===== src/rtl/csq_pkg.sv =====
package csq_pkg;
  typedef enum logic [1:0] {
    CSQ_RUN    = 2'd0,
    CSQ_DRAIN  = 2'd1,
    CSQ_PARKED = 2'd2
  } csq_state_e;
endpackage


===== src/rtl/csq_idle_detect.sv =====
module csq_idle_detect #(
  parameter int CNT_W = 4
) (
  input  logic [CNT_W-1:0] pend_cnt,
  input  logic             inflight,
  input  logic             refresh_tick,
  output logic             quiet
);
  localparam logic [CNT_W-1:0] ZERO = '0;

  // Parking is allowed only with an empty queue, no command on the bus
  // and no refresh waiting to be issued.
  always_comb quiet = (pend_cnt == ZERO) && !inflight && !refresh_tick;
endmodule


===== src/rtl/csq_refresh_gate.sv =====
module csq_refresh_gate (
  input  logic clk,
  input  logic rst,
  input  logic refresh_tick,
  input  logic allow,
  output logic refresh_cmd
);
  always_ff @(posedge clk) begin
    if (rst) refresh_cmd <= 1'b0;
    else     refresh_cmd <= refresh_tick && allow;
  end

  AST_TICK_SERVED: assert property (@(posedge clk) disable iff (rst)
    (refresh_tick && allow) |=> refresh_cmd);
  AST_NO_UNASKED_CMD: assert property (@(posedge clk) disable iff (rst)
    !refresh_tick |=> !refresh_cmd);
endmodule


===== src/rtl/clkstop_seq.sv =====
module clkstop_seq #(
  parameter int CNT_W = 4
) (
  input  logic             clk,
  input  logic             rst,
  input  logic             stop_req,
  input  logic [CNT_W-1:0] pend_cnt,
  input  logic             inflight,
  input  logic             req_valid,
  output logic             req_ready,
  output logic             req_take,
  input  logic             refresh_tick,
  output logic             refresh_cmd,
  output logic             core_clk_en,
  output logic             stopped,
  output logic [1:0]       mode
);
  import csq_pkg::*;

  csq_state_e st_q, st_d;
  logic       quiet;
  logic       ready_q;
  logic       clken_q;

  csq_idle_detect #(.CNT_W(CNT_W)) u_idle (
    .pend_cnt     (pend_cnt),
    .inflight     (inflight),
    .refresh_tick (refresh_tick),
    .quiet        (quiet)
  );

  csq_refresh_gate u_rgate (
    .clk          (clk),
    .rst          (rst),
    .refresh_tick (refresh_tick),
    .allow        (st_q != CSQ_PARKED),
    .refresh_cmd  (refresh_cmd)
  );

  always_comb begin
    st_d = st_q;
    case (st_q)
      CSQ_RUN:    if (stop_req) st_d = CSQ_DRAIN;
      CSQ_DRAIN:  if (quiet)    st_d = CSQ_PARKED;
      CSQ_PARKED: st_d = CSQ_PARKED;
      default:    st_d = CSQ_PARKED;
    endcase
  end

  always_ff @(posedge clk) begin
    if (rst) begin
      st_q    <= CSQ_RUN;
      ready_q <= 1'b1;
      clken_q <= 1'b1;
    end else begin
      st_q    <= st_d;
      ready_q <= (st_d == CSQ_RUN);
      clken_q <= (st_q != CSQ_PARKED);
    end
  end

  assign req_ready   = ready_q;
  assign req_take    = req_valid && ready_q;
  assign core_clk_en = clken_q;
  assign stopped     = (st_q == CSQ_PARKED);
  assign mode        = st_q;

  AST_READY_ONLY_RUN: assert property (@(posedge clk) disable iff (rst)
    (st_q != CSQ_RUN) |-> !req_ready);
  AST_TAKE_ONLY_RUN: assert property (@(posedge clk) disable iff (rst)
    req_take |-> (st_q == CSQ_RUN));
  AST_PARKED_NO_REFRESH: assert property (@(posedge clk) disable iff (rst)
    stopped |-> !refresh_cmd);
  AST_PARK_STICKY: assert property (@(posedge clk) disable iff (rst)
    stopped |=> stopped);
  AST_DRAIN_HOLDS: assert property (@(posedge clk) disable iff (rst)
    ((st_q == CSQ_DRAIN) && (inflight || pend_cnt != '0)) |=> (st_q == CSQ_DRAIN));
  AST_CLKEN_LAG: assert property (@(posedge clk) disable iff (rst)
    $past(!rst) |-> (core_clk_en == !$past(stopped)));
  AST_NO_SKIP_DRAIN: assert property (@(posedge clk) disable iff (rst)
    (st_q == CSQ_RUN) |=> (st_q != CSQ_PARKED));
endmodule


===== config.mk =====
export PLATFORM = sky130hd
export DESIGN_NAME = clkstop_seq
export DESIGN_NICKNAME = d
export VERILOG_FILES = /design/src/rtl/csq_pkg.sv /design/src/rtl/csq_idle_detect.sv /design/src/rtl/csq_refresh_gate.sv /design/src/rtl/clkstop_seq.sv
export SDC_FILE = /design/constraint.sdc
export NUM_CORES = 1
export LEC_CHECK = 0
export BUFFER_PORTS_ARGS = -buffer_cell sky130_fd_sc_hd__clkbuf_2
export CORE_AREA = 4 4 41 43
export CTS_BUF_LIST = sky130_fd_sc_hd__clkbuf_2 sky130_fd_sc_hd__clkbuf_4 sky130_fd_sc_hd__clkbuf_8
export DETAILED_ROUTE_END_ITERATION = 10
export DIE_AREA = 0 0 45 47
export SYNTH_ARGS = -nofsm -noshare
export SYNTH_HDL_FRONTEND = slang
export SYNTH_SLANG_ARGS = --single-unit

===== constraint.sdc =====
create_clock -name clk -period 1 [get_ports clk]
set_clock_uncertainty 0.1 [all_clocks]
set_input_delay 0.2 -clock clk [delete_from_list [all_inputs] [get_ports clk]]
set_output_delay 0.2 -clock clk [all_outputs]
set_load 0.02 [all_outputs]

# == Word-level counts from Yosys, hierarchy flattened ==
# Cells that the tools add are included.
# totals
input_bits,10
regBits,5
out_inout_bits,7
elab_cells,19
# classes
reduce_logical,9
n_mux,3
n_eq_ne,3
# ops
op,count
$logic_and 1x1->1,4
$logic_not 2->1,2
$logic_not 4->1,1
$mux 2,2
$pmux 2 s2,1
$eq 2x1->1 const B,1
$eq 2x2->1 const B,1
$logic_not 1->1,2
$ne 2x2->1 const B,1

# == Longest topological paths before layout ==
# logic_depth
depth_word,6
mapped_depth,2

# == Hierarchy ==
# From an unflattened synthesis, not the netlist that was laid out.
# unflattened
hier_cells,19
hier_area_um2,188.9
# modules_own_cells
mod,area_per_inst_um2,cells_per_inst,n_inst
clkstop_seq,142.6,15,1
csq_refresh_gate,28.8,2,1
csq_idle_detect,17.5,2,1

# == Worst setup path before layout ==
# OpenSTA, ideal clock, no wires.
# synth_path
kind,flip-flop to flip-flop
from,register st_q[0] (netlist: mode[0])
to,register u_rgate.refresh_cmd
synth_period_minus_slack_ps,1109
t_required_ps,820
path_buffers,0
path_slack_ps,-109
path_stages_with_launch,3
arrival_ps,929
path_cell_list,dfxtp_1 > and2b_2 > nor3b_1
# synth_via
elab_chain_len,2
# synth_rtl
element,line,text
from (decl),clkstop_seq.sv:20,"csq_state_e st_q, st_d;"
from (signal assigned),clkstop_seq.sv:56,st_q <= st_d;
$ne 2x2->1,clkstop_seq.sv:36,".allow (st_q != CSQ_PARKED),"
$logic_and 1x1->1,csq_refresh_gate.sv:10,else refresh_cmd <= refresh_tick && allow;
to (signal assigned),csq_refresh_gate.sv:10,
to (decl),csq_refresh_gate.sv:6,output logic refresh_cmd
# Every way passes these cells.
# A chain may end at the register's enable or synchronous reset.

# == Worst setup path after layout ==
# layout_path
from,register st_q[0] (netlist: mode[0])
to,output stopped
# layout_via
elab_chain_len,1
# layout_rtl
element,line,text
$eq 2x2->1,clkstop_seq.sv:65,assign stopped = (st_q == CSQ_PARKED);
to (decl),clkstop_seq.sv:15,"output logic stopped,"
# Every way passes these cells.

==> out/qor.csv <==
stage,metric,value,unit
floorplanning,core_area,1300,µm²
drt,final_antenna_net_count,0,
yosys,yosysUniqueCellTypes,13,
yosys,postSynthNetCount,27,
yosys,number_of_warning_messages_in_the_yosys_log,0,
floorplanning,die-area,2120,µm²
yosys,syn-cell-area,200,µm²
clocking,insertion_delay,0.24,ns
critical_path,start_to_end_type_of_the_worst_setup_path,flip-flop to output port,
clocking,clock_sinks,5,
final_layout,post_route_cells_drive_above_1_share,83.3,%
floorplanning,io_pins,17,
floorplanning,chipHeight,47,µm
global_routing,groute.usage.overall,7.28,%
drt,number_of_remaining_drc_errors,0,
floorplanning,initial_core_util,15.4,%
run_status,violations_in_the_final_reports,negative setup slack,
timing,slew_headroom,82.1,%
drt,postRouteWirelength,687,µm
final_layout,finish.cell_count_without_fillers,57,
timing,layout_min_cycle_time,1.22,ns
yosys,count_of_mapped_cells_out_of_synthesis,17,
global_routing,grt_start_max_net_pins,5,
final_layout,design.final.nets,53,
pwr,power_leakage,0.000211,µW
final_layout,area_delta_synth_final,129,%
clocking,root_buf_cell,sky130_fd_sc_hd__clkbuf_4,
min_path,worst_hold_path_type,input pin to flip-flop,
critical_path,cp_max_fo,3,
global_routing,initial_antenna_violation_count,0,
floorplanning,die_w,45,µm
pwr,sequentialPowerShare,36.2,%
floorplanning,floorplan_row_count,13,
timing,slew_viol_final,0,
timing,finalHoldViolCount,0,
pwr,power_frac_clock,43.8,%
placed_design,placed_cell_area,317,µm²
timing,timing.final.crit_share,122,%
timing,tightestPinTransition,0.268,ns
clocking,cts_buffers,3,
clocking,depth_of_the_cts_h_tree,1,
drt,drt_iter0_drc,2,
critical_path,critical_path_source_type,flip-flop,
placed_design,placed_cells,50,
timing,fmax,820,MHz
timing,hold_ws,0.0693,ns
run_status,run_status,"finished, violations left",
critical_path,end_kind,output port,
timing,report.final.setup_viol,6,
yosys,synth_seq_cells,5,
global_routing,grt.overflow.total,0,
placed_design,dpl_worst_slack,-0.0115,ns
placed_design,finalWeightedCongestion,0.689,
job,max_cap_viol_count,0,
pwr,swShare,23.2,%
drt,drt_pre_antenna_iters,4,
drt,detail_route.wl_per_cell,12.1,µm
global_routing,grt_pass1_wl,1010,µm
yosys,seq_area_frac_synth,50.0,%
drt,avgViaCountPerCell,4.21,
pwr,cellPowerDensity,1300,nW/µm²
pwr,ir_drop_worst_case_vdd,0.000502,V
critical_path,required_time_reported_for_the_critical_path_endpoint,0.70,ns
timing,grt_setup_unrepaired,yes,
drt,num_vias,240,
final_layout,design_area,458,µm²
clocking,clock_tree_from_tritoncts,yes,
clocking,clock_path_buffers,2,
pwr,cell_internal_power_dissipation,457,µW
yosys,post_synth.cell_area_avg,11.8,µm²
clocking,clkTransAtPathRegs,0.05,ns
final_layout,antenna_cells,0,
pwr,p_switching,138,µW
placed_design,hpwlAfterDp,478,µm
pwr,share_comb_of_total_power,20.0,%
global_routing,via_count_of_the_first_global_routing_pass,255,
final_layout,fill_cells,141,
timing,fin_tns_setup,-0.919,ns
critical_path,cp_data_arrival_time,0.92,ns
clocking,ctsHoldBuffers,0,
timing,layout_setup_ws,-0.219,ns
placed_design,buffer_ports.inserted,16,
-- registers in the layout, summed over array words and instances (netlist names) --
register,count
mode,2
core_clk_en,1
req_ready,1
u_rgate.refresh_cmd,1
-- metrics by stage --
stage               util, %  power [µW]
global placement       24.3         293
CTS                    33.3         593
floorplan                 -         250
finish                 35.2         596
detailed placement     24.3         294
global route           35.2         620
-- Yosys cell counts --
master,n,share of area (%)
sky130_fd_sc_hd__dfxtp_1,5,50
sky130_fd_sc_hd__and2b_2,1,4.4
sky130_fd_sc_hd__a2111oi_2,1,7.5
sky130_fd_sc_hd__a22o_1,1,4.4
sky130_fd_sc_hd__and2_1,1,3.1
sky130_fd_sc_hd__nor2_1,1,1.9
sky130_fd_sc_hd__o31ai_1,1,3.8
sky130_fd_sc_hd__nor4b_4,1,12
sky130_fd_sc_hd__inv_1,1,1.9
sky130_fd_sc_hd__nor3b_1,1,3.8
sky130_fd_sc_hd__nor4_1,1,3.1
sky130_fd_sc_hd__nor3_1,1,2.5
sky130_fd_sc_hd__nand2_1,1,1.9
-- path summary, 6_finish.rpt --
| check | end | slack [ns] | cells past startpoint | start |
|---|---|---|---|---|
| worst max-delay path | stopped | -0.22 | 2 | mode[0] |
| worst min-delay path | req_ready | 0.07 | 2 | stop_req |
| worst max register to register | mode[0] | -0.20 | 4 | mode[0] |
| worst min register to register | core_clk_en | 0.50 | 2 | mode[1] |
-- per-layer routing --
metal	track usage [%]	vias up	wire [µm]
met5	0	-	0
met4	5.26	0	6
met3	5.36	2	105
met2	11.0	23	327
met1	6.85	102	248
li1	-	113	-
-- power groups by stage --
stage / sequential [µW] / clock (µW) / combinational (µW)
floorplan: 228 / 0 / 22.3
global placement: 217 / 0 / 76.0
detailed placement: 217 / 0 / 77.0
CTS: 214 / 270 / 109
global route: 216 / 279 / 125
finish: 216 / 261 / 119
-- critical path: stages, from the launching register on --
cell	delay [ns]
sky130_fd_sc_hd__dfxtp_2	0.31
sky130_fd_sc_hd__and2b_2	0.24
sky130_fd_sc_hd__buf_8	0.13
-- cells by family (layout without fill, tap and decap cells) --
family,Yosys count,in the layout,synth area share (%)
AND/OR/NAND/NOR,8,8,32.5
AO/OA/AOI/OAI,3,3,15.6
buffers and inverters,1,26,1.87
flip-flops,5,5,50.0
-- cells in the final DEF (no fill, tap or decap), drive strengths merged --
cell type and count:
a22o 1, nor3b 1, and2 1, nor4 1, dfxtp 5, inv 1, nor3 1, a2111oi 1
nor2 1, nor4b 1, and2b 1, buf 12, o31ai 1, nand2 1, clkbuf 13
-- final cells by class --
type / instances / area, µm² / share of cell area [%]
clock buffer: 4 / 30.0 / 6.56
sequential: 5 / 106 / 23.2
inverter: 1 / 3.75 / 0.820
multi-input combinational: 11 / 104 / 22.7
tap: 15 / 18.8 / 4.10
timing repair buffer: 21 / 195 / 42.6
-- timing repair --
action | in CTS | in global routing
endpoints found under the hold margin | 0 | 0
buffers inserted | 2 | 1
cloned | 0 | 0
gates resized for setup | 19 | 9
pin swaps | 0 | 2
setup endpoints to repair | 7 | 9
Note: power is estimated with default switching activity, not from simulation.
